--- src/rtl/prog_serial_pkg.sv ---
package prog_serial_pkg;
  localparam int BYTE_W      = 8;
  localparam int FRAME_BYTES = 4;
  localparam int FRAME_W     = BYTE_W * FRAME_BYTES;
  localparam int CNT_W       = $clog2(FRAME_W);
  localparam int LSB_W       = $clog2(BYTE_W);
  localparam int SLOT_W      = CNT_W - LSB_W;
  localparam int HDR_W       = FRAME_W - BYTE_W;
  localparam int ECHO_SLOT   = 2;
  localparam int READ_SLOT   = 3;
  localparam logic [BYTE_W-1:0] EN_OP  = 8'hAC;
  localparam logic [BYTE_W-1:0] EN_KEY = 8'h53;
  localparam logic [CNT_W-1:0]  HDR_LAST   = CNT_W'(HDR_W - 1);
  localparam logic [CNT_W-1:0]  FRAME_LAST = CNT_W'(FRAME_W - 1);
endpackage

--- src/rtl/prog_edge_sync.sv ---
module prog_edge_sync #(
  parameter int STAGES = 2
) (
  input  logic clk,
  input  logic rst_n,
  input  logic sck,
  input  logic mosi,
  output logic sck_rise,
  output logic sck_fall,
  output logic mosi_s
);
  logic [STAGES:0]   sck_p;
  logic [STAGES-1:0] mosi_p;

  always_ff @(posedge clk or negedge rst_n) begin
    if (!rst_n) begin
      sck_p  <= '0;
      mosi_p <= '0;
    end else begin
      sck_p  <= {sck_p[STAGES-1:0], sck};
      mosi_p <= {mosi_p[STAGES-2:0], mosi};
    end
  end

  assign sck_rise = sck_p[STAGES-1] & ~sck_p[STAGES];
  assign sck_fall = ~sck_p[STAGES-1] & sck_p[STAGES];
  assign mosi_s   = mosi_p[STAGES-1];
endmodule

--- src/rtl/prog_frame_rx.sv ---
module prog_frame_rx
  import prog_serial_pkg::*;
(
  input  logic               clk,
  input  logic               rst_n,
  input  logic               resync,
  input  logic               sck_rise,
  input  logic               mosi_s,
  input  logic               rd_valid,
  input  logic [BYTE_W-1:0]  rd_data,
  output logic [CNT_W-1:0]   bit_cnt,
  output logic [BYTE_W-1:0]  echo_byte,
  output logic [BYTE_W-1:0]  rd_hold,
  output logic               prog_en,
  output logic               hdr_valid,
  output logic [HDR_W-1:0]   hdr_data,
  output logic               frame_valid,
  output logic [FRAME_W-1:0] frame_data
);
  logic [FRAME_W-1:0] rx_sr;
  logic [FRAME_W-1:0] word_next;
  logic               key_ok;

  assign word_next = {rx_sr[FRAME_W-2:0], mosi_s};
  assign key_ok    = (word_next[FRAME_W-1 -: BYTE_W] == EN_OP) &&
                     (word_next[HDR_W-1 -: BYTE_W] == EN_KEY);
  assign echo_byte = rx_sr[BYTE_W-1:0];

  always_ff @(posedge clk or negedge rst_n) begin
    if (!rst_n) begin
      rx_sr       <= '0;
      bit_cnt     <= '0;
      rd_hold     <= '0;
      prog_en     <= 1'b0;
      hdr_valid   <= 1'b0;
      hdr_data    <= '0;
      frame_valid <= 1'b0;
      frame_data  <= '0;
    end else if (resync) begin
      rx_sr       <= '0;
      bit_cnt     <= '0;
      rd_hold     <= '0;
      prog_en     <= 1'b0;
      hdr_valid   <= 1'b0;
      frame_valid <= 1'b0;
    end else begin
      hdr_valid   <= 1'b0;
      frame_valid <= 1'b0;
      if (rd_valid) rd_hold <= rd_data;
      if (sck_rise) begin
        rx_sr   <= word_next;
        bit_cnt <= bit_cnt + 1'b1;
        if (bit_cnt == HDR_LAST) begin
          hdr_valid <= prog_en;
          hdr_data  <= word_next[HDR_W-1:0];
          rd_hold   <= '0;
        end
        if (bit_cnt == FRAME_LAST) begin
          frame_valid <= prog_en;
          frame_data  <= word_next;
          if (!prog_en && key_ok) prog_en <= 1'b1;
        end
      end
    end
  end
endmodule

--- src/rtl/prog_miso_tx.sv ---
module prog_miso_tx
  import prog_serial_pkg::*;
(
  input  logic              clk,
  input  logic              rst_n,
  input  logic              resync,
  input  logic              sck_fall,
  input  logic [CNT_W-1:0]  bit_cnt,
  input  logic [BYTE_W-1:0] echo_byte,
  input  logic [BYTE_W-1:0] rd_hold,
  output logic              miso
);
  logic [BYTE_W-1:0] tx_sr;
  logic [SLOT_W-1:0] slot;
  logic              at_boundary;
  logic [BYTE_W-1:0] load_val;

  assign slot        = bit_cnt[CNT_W-1 -: SLOT_W];
  assign at_boundary = (bit_cnt[LSB_W-1:0] == '0);

  always_comb begin
    if (slot == SLOT_W'(ECHO_SLOT))      load_val = echo_byte;
    else if (slot == SLOT_W'(READ_SLOT)) load_val = rd_hold;
    else                                 load_val = '0;
  end

  always_ff @(posedge clk or negedge rst_n) begin
    if (!rst_n)          tx_sr <= '0;
    else if (resync)     tx_sr <= '0;
    else if (sck_fall) begin
      if (at_boundary)   tx_sr <= load_val;
      else               tx_sr <= {tx_sr[BYTE_W-2:0], 1'b0};
    end
  end

  assign miso = tx_sr[BYTE_W-1];
endmodule

--- src/rtl/prog_serial_front.sv ---
module prog_serial_front
  import prog_serial_pkg::*;
#(
  parameter int SYNC_STAGES = 2
) (
  input  logic               clk,
  input  logic               rst_n,
  input  logic               resync,
  input  logic               sck,
  input  logic               mosi,
  output logic               miso,
  output logic               prog_en,
  output logic               hdr_valid,
  output logic [HDR_W-1:0]   hdr_data,
  input  logic               rd_valid,
  input  logic [BYTE_W-1:0]  rd_data,
  output logic               frame_valid,
  output logic [FRAME_W-1:0] frame_data
);
  logic              sck_rise;
  logic              sck_fall;
  logic              mosi_s;
  logic [CNT_W-1:0]  bit_cnt;
  logic [BYTE_W-1:0] echo_byte;
  logic [BYTE_W-1:0] rd_hold;

  prog_edge_sync #(.STAGES(SYNC_STAGES)) sync_i (
    .clk(clk), .rst_n(rst_n), .sck(sck), .mosi(mosi),
    .sck_rise(sck_rise), .sck_fall(sck_fall), .mosi_s(mosi_s)
  );

  prog_frame_rx rx_i (
    .clk(clk), .rst_n(rst_n), .resync(resync),
    .sck_rise(sck_rise), .mosi_s(mosi_s),
    .rd_valid(rd_valid), .rd_data(rd_data),
    .bit_cnt(bit_cnt), .echo_byte(echo_byte), .rd_hold(rd_hold),
    .prog_en(prog_en), .hdr_valid(hdr_valid), .hdr_data(hdr_data),
    .frame_valid(frame_valid), .frame_data(frame_data)
  );

  prog_miso_tx tx_i (
    .clk(clk), .rst_n(rst_n), .resync(resync), .sck_fall(sck_fall),
    .bit_cnt(bit_cnt), .echo_byte(echo_byte), .rd_hold(rd_hold),
    .miso(miso)
  );
endmodule

--- config.mk ---
export PLATFORM = sky130hd
export DESIGN_NAME = prog_serial_front
export DESIGN_NICKNAME = d
export VERILOG_FILES = /design/src/rtl/prog_serial_pkg.sv /design/src/rtl/prog_edge_sync.sv /design/src/rtl/prog_frame_rx.sv /design/src/rtl/prog_miso_tx.sv /design/src/rtl/prog_serial_front.sv
export SDC_FILE = /design/constraint.sdc
export NUM_CORES = 1
export LEC_CHECK = 0
export BUFFER_PORTS_ARGS = -buffer_cell sky130_fd_sc_hd__buf_2
export CAP_MARGIN = 10
export CORE_MARGIN = 1
export CORE_UTILIZATION = 56
export CTS_BUF_LIST = sky130_fd_sc_hd__clkbuf_16
export CTS_CLUSTER_SIZE = 24
export DETAILED_ROUTE_END_ITERATION = 7
export MAX_ROUTING_LAYER = met4
export PLACE_DENSITY = 0.79
export SLEW_MARGIN = 20
export SYNTH_ARGS = -nofsm -noshare
export SYNTH_HDL_FRONTEND = slang
export SYNTH_SLANG_ARGS = --single-unit
--- constraint.sdc ---
create_clock -name clk -period 2.51 [get_ports clk]
set_input_delay 0.1255 -clock clk [delete_from_list [all_inputs] [get_ports clk]]
set_output_delay 0.1255 -clock clk [all_outputs]
set_load 0.02 [all_outputs]
==> reports/metrics.cfg, run 1 <==
[worst_setup_path]
worstReg2RegEnd = rx_i.frame_data[5]
cp.arrival_ns = 2.32
worst_setup_path_start_kind = register
cp_data_required_time_ns = 2.79
worstSetupEndpoint = rx_i.frame_data[5]
critPathKind = reg -> reg
timing.critical_path.slowest_stage_cell = sky130_fd_sc_hd__dfrtp_1
crit_path_frequent_cell = sky130_fd_sc_hd__ha_1
endpoint_kind = register
reg2reg_depth = 6
ff2ff_setup_slack_ns = 0.48
worstSetupStartpoint = rx_i.bit_cnt[0]
crit_path_max_fo = 22
slowest_delay_ns = 0.41
timing.rr.start = rx_i.bit_cnt[0]
critical_path.cell_chain = ha_1 -> and3_1 -> ha_1 -> nand2_2 -> buf_12 -> mux2_2

[floorplan]
pin_count = 74
fp.dieH_um = 91.6
dieArea_um2 = 8400
die_width_um = 91.6
floorplan.core_area_um2 = 7770
num_rows = 32
initial_cell_density_of_the_core = 0.579

[synth]
netlist_area_before_placement_um2 = 4500
synthesis_stage_register_bit_count = 116
synth.area.mux_share = 0.176
post-synth-top-area-cell = sky130_fd_sc_hd__dfrtp_1
synth.area.top_cells = sky130_fd_sc_hd__dfrtp_1, sky130_fd_sc_hd__mux2_2, sky130_fd_sc_hd__a22o_1
adder_cell_area_share_of_the_yosys_netlist = 0.00834
dominant_combinational_cell_family_by_area_after_synthesis = multiplexers
synth_compound_area_frac = 0.0882
syn-num-nets = 328
ys_seq_area_frac = 0.645
synth_top_flop_cell = sky130_fd_sc_hd__dfrtp_1
post_synthesis_async_set_or_reset_flop_share = 1.00
postSynthAreaPerCell_um2 = 14.5
post-synth-top-area-fraction = 0.645
ys_types = 33
synth_instances = 311
ys.warnings.count = 0
most_common_cell_in_the_synthesized_netlist = sky130_fd_sc_hd__dfrtp_1
synth.cells.most_frequent = sky130_fd_sc_hd__dfrtp_1, sky130_fd_sc_hd__mux2_2, sky130_fd_sc_hd__a22o_1
post_synth_xor_area_fraction = 0.00584
yosys.area_share.simple = 0.0562
synth_edf_count = 0

[clock_tree]
tritoncts_clock_tree = yes
cts.root.buffer_cell = sky130_fd_sc_hd__clkbuf_16
worst_skew_pair.late_latency_ns = 0.40
path_clk_slew_ns = 0.05
htree_levels = 4
cts_buffers = 17
cts.sinks = 116
clockBufferDepth = 2
postCtsSetupBuffers = 0

[finish]
areaGrowthSynthToFinish_pct = 25.4
share_of_cells_above_drive_strength_1 = 0.406
nets = 420
antenna-diode-count = 0
fillerInstances = 531

[drt]
vias_per_cell = 5.63
detail_route.wirelength_um = 9230
drt-wirelength-per-cell_um = 17.8
drt_drc_violations_left = 0
detailroute.via_count = 2914
drtAntennaViolNets = 0
detailedRoute.firstPassIterationCount = 4
first_iter_violations = 137

[timing]
timing.final.max_slew_violations = 0
achievable-frequency_mhz = 492
finClkSkew_ns = 0.00585
share_of_the_clock_period_used_by_the_worst_path = 0.810
grt_setup_unrepaired = no
max_slew_margin = 0.393
setup_viol = 0
layout_min_cycle_time_ns = 2.03
final.setup.tns_ns = 0
hold_violations = 0
worst_pin_slew_ns = 0.910

[placement]
gp_routability_congestion = 0.780
buffer_ports.inserted = 73
detailed_place_hpwl_um = 5690

[hold_path]
min-delay-path-class = in -> reg
whs_path_depth = 3

[power_and_ir_drop]
cellPowerDensity_nw_per_um2 = 769
peakVddDrop_mv = 0.504
leakage_nw = 2.98
finalPower_mw = 4.34

[global_routing]
grt_usage = 0.249
vias_in_the_first_global_route = 3026
antenna_found_initial = 0
global_route.overflow_total = 0
grt_first_pass_wirelength_um = 15300
grt_max_degree = 74

[flow_run]
timing.max_cap.violations = 0

[status]
status = finished clean

## final cells by class
| class | count | area (um2) | share of cell area |
|---|---|---|---|
| clock inverters | 15 | 148 | 0.0262 |
| inverters | 3 | 11.3 | 0.00200 |
| clock buffers | 17 | 425 | 0.0754 |
| flip-flops and latches | 116 | 2900 | 0.514 |
| repair buffers | 88 | 523 | 0.0927 |
| well taps | 102 | 128 | 0.0226 |
| multi-input cells | 177 | 1510 | 0.267 |
## where the power goes
group	switching, mW	internal, mW
Sequential	0.0121	1.89
Clock	0.788	1.53
Combinational	0.0872	0.0405
## what timing repair did
| action | 4_1_cts | 5_1_grt |
|---|---|---|
| resized for setup | 0 | 0 |
| hold endpoints to repair | 77 | 0 |
| hold buffers | 7 | 0 |
## logic make-up after synthesis
logic type	Yosys count
flip-flops	116
multiplexers	72
AO/OA/AOI/OAI	51
AND/OR/NAND/NOR	48
buffers and inverters	18
XOR/XNOR	3
adder cells (fa/ha/maj)	3
## per-layer routing
layer	part of all wire	vias up	GRT usage
met5	0	-	-
met4	0.011	0	0.0807
met3	0.042	11	0.0738
met2	0.50	85	0.385
met1	0.45	1511	0.321
li1	-	1307	-
## flip-flops by register name (all words and copies together), names as in the netlist
signal            count
rx_i.bit_cnt          5
rx_i.frame_data      32
rx_i.frame_valid      1
rx_i.hdr_data        24
rx_i.hdr_valid        1
rx_i.prog_en          1
rx_i.rd_hold          8
rx_i.rx_sr           31
sync_i.mosi_p         2
sync_i.sck_p          3
tx_i.tx_sr            8
## worst max-delay path, delay by kind of cell (launching register included)
kind          cells  cell delay [ns]
simple gates      2             0.46
fa+ha+maj         2             0.45
flops             1             0.41
mux               1             0.36
buf+inv           1             0.23
## worst min path at each step
stage	slack (ns)	start	endpoint
global placement	0.24	sck	sync_i.sck_p[0]
detailed placement	0.23	sck	sync_i.sck_p[0]
global route	0.03	rd_data[7]	rx_i.rd_hold[7]
finish	0.02	rd_data[7]	rx_i.rd_hold[7]
CTS	0.01	rd_data[7]	rx_i.rd_hold[7]
floorplan	-0.17	rst_n	rx_i.bit_cnt[0]
## placed cells by master, fill, tap and decap left out, types with 3 or more instances in the layout
cell / Yosys / layout
sky130_fd_sc_hd__buf_4: 1 / 7
sky130_fd_sc_hd__nand2b_1: 3 / 3
sky130_fd_sc_hd__o21ai_0: 7 / 7
sky130_fd_sc_hd__clkinv_1: 0 / 4
sky130_fd_sc_hd__mux2_2: 55 / 55
sky130_fd_sc_hd__dlygate4sd3_1: 0 / 7
sky130_fd_sc_hd__clkinv_2: 0 / 4
sky130_fd_sc_hd__dfrtp_1: 116 / 116
sky130_fd_sc_hd__buf_2: 5 / 72
sky130_fd_sc_hd__ha_1: 3 / 3
sky130_fd_sc_hd__a22o_1: 33 / 33
sky130_fd_sc_hd__a21oi_1: 8 / 8
sky130_fd_sc_hd__clkbuf_16: 0 / 17
sky130_fd_sc_hd__bufinv_16: 0 / 3
sky130_fd_sc_hd__mux2i_1: 16 / 16
sky130_fd_sc_hd__inv_1: 3 / 5
sky130_fd_sc_hd__nand2_1: 9 / 9
sky130_fd_sc_hd__nor2_1: 22 / 21
## through the flow
step	hold WS, ns	worst slack (ns)	area, um2	instances	utilization
6_report	0.0176	0.477	5640	518	0.727
4_1_cts	0.0139	0.468	5640	518	0.727
5_1_grt	0.0286	0.381	5640	518	0.727
3_5_place_dp	0.235	0.475	5000	479	0.644
2_1_floorplan	-0.170	0.736	4500	311	-
3_3_place_gp	0.242	0.540	5000	479	0.644
No activity file was read; power rests on OpenSTA's default activity.
==> inputs of run 2 (changes only) <==
clock period = 2.05 ns   (was 2.51 ns; I/O delays follow)
==> run 2 against run 1 <==
Clock skew grew 0.0013 ns. Sequential cell count is the same. Core utilization up 1.4 points. First-iteration DRC count grew 6.6%. Largest power group unchanged. Setup slack worse by 0.36 ns. Via count up 2.2%. Sequential power grew 23%. Total power is 29% higher.
==> reports/metrics.cfg, run 2 (synthesis results as in run 1) <==
[floorplan]
num_rows = 32
floorplan.core_area_um2 = 7770
die_width_um = 91.6
pin_count = 74
initial_cell_density_of_the_core = 0.579
dieArea_um2 = 8400
fp.dieH_um = 91.6

[global_routing]
groute.layer.met3.usage = 0.0638
gr_util_met2 = 0.375
antenna_found_initial = 0
grt_first_pass_wirelength_um = 15600
global_route.overflow_total = 0
vias_in_the_first_global_route = 3107
grt_util_met1 = 0.339
grt.busiest_layer = met2
grt_max_degree = 46
grt_usage = 0.255

[placement]
buffer_ports.inserted = 73
postPlaceCellArea_um2 = 5020
gp_routability_congestion = 0.774
detailed_place_hpwl_um = 5740

[power_and_ir_drop]
leakage_nw = 3.02
cellPowerDensity_nw_per_um2 = 970
peakVddDrop_mv = 0.672
finalPower_mw = 5.58

[hold_path]
min-delay-path-class = in -> reg

[worst_setup_path]
worstSetupEndpoint = rx_i.frame_data[4]
reg2reg_depth = 6
timing.rr.start = rx_i.bit_cnt[0]
worstSetupStartpoint = rx_i.bit_cnt[0]
critPathKind = reg -> reg
cp.arrival_ns = 2.21
cp_data_required_time_ns = 2.33
crit_path_frequent_cell = sky130_fd_sc_hd__ha_1
critical_path_cell_count = 6
endpoint_kind = register
ff2ff_setup_slack_ns = 0.12
worst_setup_path_start_kind = register
timing.critical_path.slowest_stage_cell = sky130_fd_sc_hd__dfrtp_1
slowest_delay_ns = 0.42
crit_buf_inv = 1
worstReg2RegEnd = rx_i.frame_data[4]
crit_path_max_fo = 15
timing.critical_path.max_delay_family = adder cells
critical_path.cell_chain = ha_1 -> and3_1 -> ha_1 -> nand2_2 -> buf_4 -> mux2_2

[timing]
setup_viol = 0
timing.final.max_slew_violations = 0
share_of_the_clock_period_used_by_the_worst_path = 0.942
achievable-frequency_mhz = 518
hold_violations = 0
layout_min_cycle_time_ns = 1.93
max_slew_margin = 0.593
grt_setup_unrepaired = no
finClkSkew_ns = 0.00717
worst_pin_slew_ns = 0.611
final.setup.tns_ns = 0

[finish]
areaGrowthSynthToFinish_pct = 27.8
reg_top3 = rx_i.frame_data (32), rx_i.rx_sr (31), rx_i.hdr_data (24)
share_of_cells_above_drive_strength_1 = 0.404
layout.cell_area.non_filler_um2 = 5750
fillerInstances = 484
most_frequent_standard_cell_in_the_layout_excluding_fill_and_tap_cells = sky130_fd_sc_hd__dfrtp_1
nets = 425
antenna-diode-count = 0
largest_reg_flops = 32
commonest_cells_after_routing_fill_and_taps_aside = sky130_fd_sc_hd__dfrtp_1, sky130_fd_sc_hd__buf_2, sky130_fd_sc_hd__mux2_2
top_register = rx_i.frame_data

[drt]
detailroute.via_count = 2978
drt-wirelength-per-cell_um = 18.1
vias_per_cell = 5.69
first_iter_violations = 146
drtAntennaViolNets = 0
detailedRoute.firstPassIterationCount = 4
drt_drc_violations_left = 0
detail_route.wirelength_um = 9480

[clock_tree]
htree_levels = 4
tritoncts_clock_tree = yes
path_clk_slew_ns = 0.05
cts.sinks = 116
cts_buffers = 17
clockBufferDepth = 2
worst_skew_pair.late_latency_ns = 0.40
post_cts.resized_instances = 0
cts.root.buffer_cell = sky130_fd_sc_hd__clkbuf_16

[flow_run]
timing.max_cap.violations = 0

[status]
status = finished clean

## run 2: power breakdown
| part | switching (mW) | leakage, nW | internal (mW) |
|---|---|---|---|
| Sequential | 0.0157 | 1.60 | 2.31 |
| Clock | 0.973 | 0.309 | 2.12 |
| Combinational | 0.107 | 1.11 | 0.0540 |
## run 2: worst register-to-register path, delay by kind of cell (launching register included)
family / cells / cell delay (ns)
fa+ha+maj: 2 / 0.47
mux: 1 / 0.38
flops: 1 / 0.42
simple gates: 2 / 0.30
buf+inv: 1 / 0.24
## run 2: how the worst min path moves through the flow
| stage | slack, ns | start | depth (start not counted) | to |
|---|---|---|---|---|
| final | 0.06 | resync | 2 | rx_i.bit_cnt[0] |
| after global routing | 0.07 | resync | 2 | rx_i.bit_cnt[0] |
| after global placement | 0.14 | rst_n | 1 | rx_i.hdr_data[18] |
| after CTS | 0.05 | resync | 2 | rx_i.bit_cnt[3] |
| after floorplan | -0.19 | rst_n | 0 | rx_i.bit_cnt[0] |
| after detailed placement | 0.13 | rst_n | 1 | rx_i.hdr_data[18] |
## run 2: what timing repair did
item,CTS,global route
endpoints found under the hold margin,52,0
setup buffers,0,0
hold buffers,11,0
## run 2: per-stage QoR
| stage | instances | util | hold WS [ns] | worst slack, ns |
|---|---|---|---|---|
| floorplan | 311 | - | -0.193 | 0.276 |
| global placement | 480 | 0.646 | 0.137 | 0.240 |
| detailed placement | 480 | 0.646 | 0.134 | 0.167 |
| CTS | 523 | 0.740 | 0.0516 | 0.125 |
| global route | 523 | 0.740 | 0.0712 | 0.0425 |
| finish | 523 | 0.740 | 0.0641 | 0.118 |
## run 2: area by class of cell
class,instances,area [um2],share of cell area
inverters,3,11.3,0.00196
clock inverters,15,195,0.0339
repair buffers,93,583,0.101
well taps,102,128,0.0222
flip-flops and latches,116,2900,0.505
clock buffers,17,425,0.0740
multi-input cells,177,1510,0.262
## run 2: metal layers
metal / wire (um) / up-vias
met5: 0 / -
met4: 132 / 0
met3: 463 / 15
met2: 4690 / 88
met1: 4190 / 1552
li1: - / 1323
==> inputs of run 3 (changes only) <==
MAX_ROUTING_LAYER = default   (was met4)
PLACE_DENSITY = 0.78   (was 0.79)
==> run 3 against run 2 <==
The flow now finishes with violations (hold timing). Cell area fell by 0.63%. Routed wire length down 0.74%. Sequential share of layout area grew 0.32 points. Critical endpoint is now rx_i.frame_data[3]. Largest power group unchanged. Highest routed layer unchanged.
==> reports/metrics.cfg, run 3 (synthesis results as in run 1) <==
[floorplan]
pin_count = 74
dieArea_um2 = 8400
initial_cell_density_of_the_core = 0.579
num_rows = 32
fp.dieH_um = 91.6
floorplan.core_area_um2 = 7770
die_width_um = 91.6

[drt]
highest_metal_used = met4
route.met3.wl_um = 488
detailroute.via_count = 2907
detail_route.wirelength_um = 9410
drt_drc_violations_left = 0
first_iter_violations = 215
met2WireLength_um = 4710
drtAntennaViolNets = 0
detailedRoute.firstPassIterationCount = 4
vias_per_cell = 5.60
wl_met1_um = 4100
drt-wirelength-per-cell_um = 18.1

[status]
violations = hold timing
status = finished with violations

[timing]
final.setup.tns_ns = 0
setup_viol = 0
finClkSkew_ns = 0.00603
share_of_the_clock_period_used_by_the_worst_path = 0.906
worst_hold_margin_ns = -0.00584
max_slew_margin = 0.621
grt_setup_unrepaired = no
achievable-frequency_mhz = 538
worst_pin_slew_ns = 0.568
layout_min_cycle_time_ns = 1.86
hold_violations = 1
layout_setup_ws_ns = 0.192
timing.final.max_slew_violations = 0

[clock_tree]
tritoncts_clock_tree = yes
worst_skew_pair.late_latency_ns = 0.40
holdBufCountCts = 8
cts.sinks = 116
cts.root.buffer_cell = sky130_fd_sc_hd__clkbuf_16
postCtsSetupBuffers = 0
post_cts.resized_instances = 0
clockBufferDepth = 2
htree_levels = 4
cts_buffers = 17
path_clk_slew_ns = 0.05

[placement]
gp_routability_congestion = 0.759
buffer_ports.inserted = 73
post-place-ws_ns = 0.221
detailed_place_hpwl_um = 5500
postPlaceCellArea_um2 = 5010

[finish]
antenna-diode-count = 0
top_register = rx_i.frame_data
commonest_cells_after_routing_fill_and_taps_aside = sky130_fd_sc_hd__dfrtp_1, sky130_fd_sc_hd__buf_2, sky130_fd_sc_hd__mux2_2
largest_reg_flops = 32
fillerInstances = 514
layout.cell_area.non_filler_um2 = 5720
areaGrowthSynthToFinish_pct = 27.0
nets = 421
reg_top3 = rx_i.frame_data (32), rx_i.rx_sr (31), rx_i.hdr_data (24)
most_frequent_standard_cell_in_the_layout_excluding_fill_and_tap_cells = sky130_fd_sc_hd__dfrtp_1
share_of_cells_above_drive_strength_1 = 0.405

[worst_setup_path]
crit_buf_inv = 1
crit_path_max_fo = 33
cp.arrival_ns = 2.14
critPathKind = reg -> reg
critical_path.cell_chain = ha_1 -> and3_1 -> ha_1 -> nand2_2 -> buf_12 -> mux2_2
slowest_delay_ns = 0.41
timing.rr.start = rx_i.bit_cnt[0]
crit_path_frequent_cell = sky130_fd_sc_hd__ha_1
endpoint_kind = register
worstSetupStartpoint = rx_i.bit_cnt[0]
timing.critical_path.max_delay_family = adder cells
timing.critical_path.slowest_stage_cell = sky130_fd_sc_hd__dfrtp_1
cp_data_required_time_ns = 2.33
worst_setup_path_start_kind = register

[hold_path]
min-delay-path-class = in -> reg
hold_path.startpoint = rd_data[5]

[global_routing]
grt_max_degree = 41
grt_usage = 0.243
vias_in_the_first_global_route = 3009
antenna_found_initial = 0
global_route.overflow_total = 0
grt_first_pass_wirelength_um = 15300

[power_and_ir_drop]
peakVddDrop_mv = 0.643
leakage_nw = 3.02
cellPowerDensity_nw_per_um2 = 977

[flow_run]
timing.max_cap.violations = 0

[run 3: changes by cell type in the layout (fill, tap and decap cells not counted)]
cell                            before  now
sky130_fd_sc_hd__inv_1               5    6
sky130_fd_sc_hd__dlygate4sd3_1      11    8
sky130_fd_sc_hd__clkinv_1            4    3
sky130_fd_sc_hd__buf_4               7    6
sky130_fd_sc_hd__clkinv_4            0    1
sky130_fd_sc_hd__clkinvlp_4          1    0
[run 3: path summary, 6_finish.rpt]
| kind | endpoint | cells after the start | slack (ns) |
|---|---|---|---|
| max | rx_i.frame_data[3] | 6 | 0.19 |
| min | rx_i.rd_hold[5] | 3 | -0.006 |
| max reg2reg | rx_i.frame_data[3] | 6 | 0.19 |
| min reg2reg | sync_i.sck_p[1] | 0 | 0.35 |
| max in group asynchronous | rx_i.rd_hold[0] | 3 | 1.23 |
| min in group asynchronous | rx_i.hdr_data[18] | 2 | 0.22 |
[run 3: metal layers]
metal	global-route usage	vias up
met3	0.0713	12
met2	0.388	101
met5	0	-
met4	0.102	0
met1	0.314	1487
li1	-	1307
[run 3: final cells by class]
type	count	area, um2	area share
sequential	116	2900	0.508
multi-input combinational	177	1510	0.264
timing repair buffer	89	546	0.0954
clock buffer	17	425	0.0744
clock inverter	15	196	0.0344
tap	102	128	0.0223
inverter	3	11.3	0.00197
[run 3: tightest hold or removal path, stage by stage]
cell and delay, ns:
sky130_fd_sc_hd__buf_2 0.08, sky130_fd_sc_hd__mux2i_1 0.07, sky130_fd_sc_hd__nor2_1 0.09
[run 3: per-stage QoR]
| step | utilization | cells | power [mW] | hold WS, ns |
|---|---|---|---|---|
| after floorplan | - | 311 | 2.42 | -0.193 |
| after global placement | 0.645 | 479 | 2.51 | 0.112 |
| after detailed placement | 0.645 | 479 | 2.51 | 0.111 |
| after CTS | 0.736 | 519 | 5.62 | 0.00991 |
| after global routing | 0.736 | 519 | 5.74 | 0.0117 |
| final | 0.736 | 519 | 5.59 | -0.00584 |
[run 3: report_power, final]
| group | internal [mW] | total (mW) | switching [mW] |
|---|---|---|---|
| sequential | 2.31 | 2.33 | 0.0161 |
| clock | 2.12 | 3.10 | 0.979 |
| combinational | 0.0518 | 0.159 | 0.107 |
| total | 4.48 | 5.59 | 1.10 |
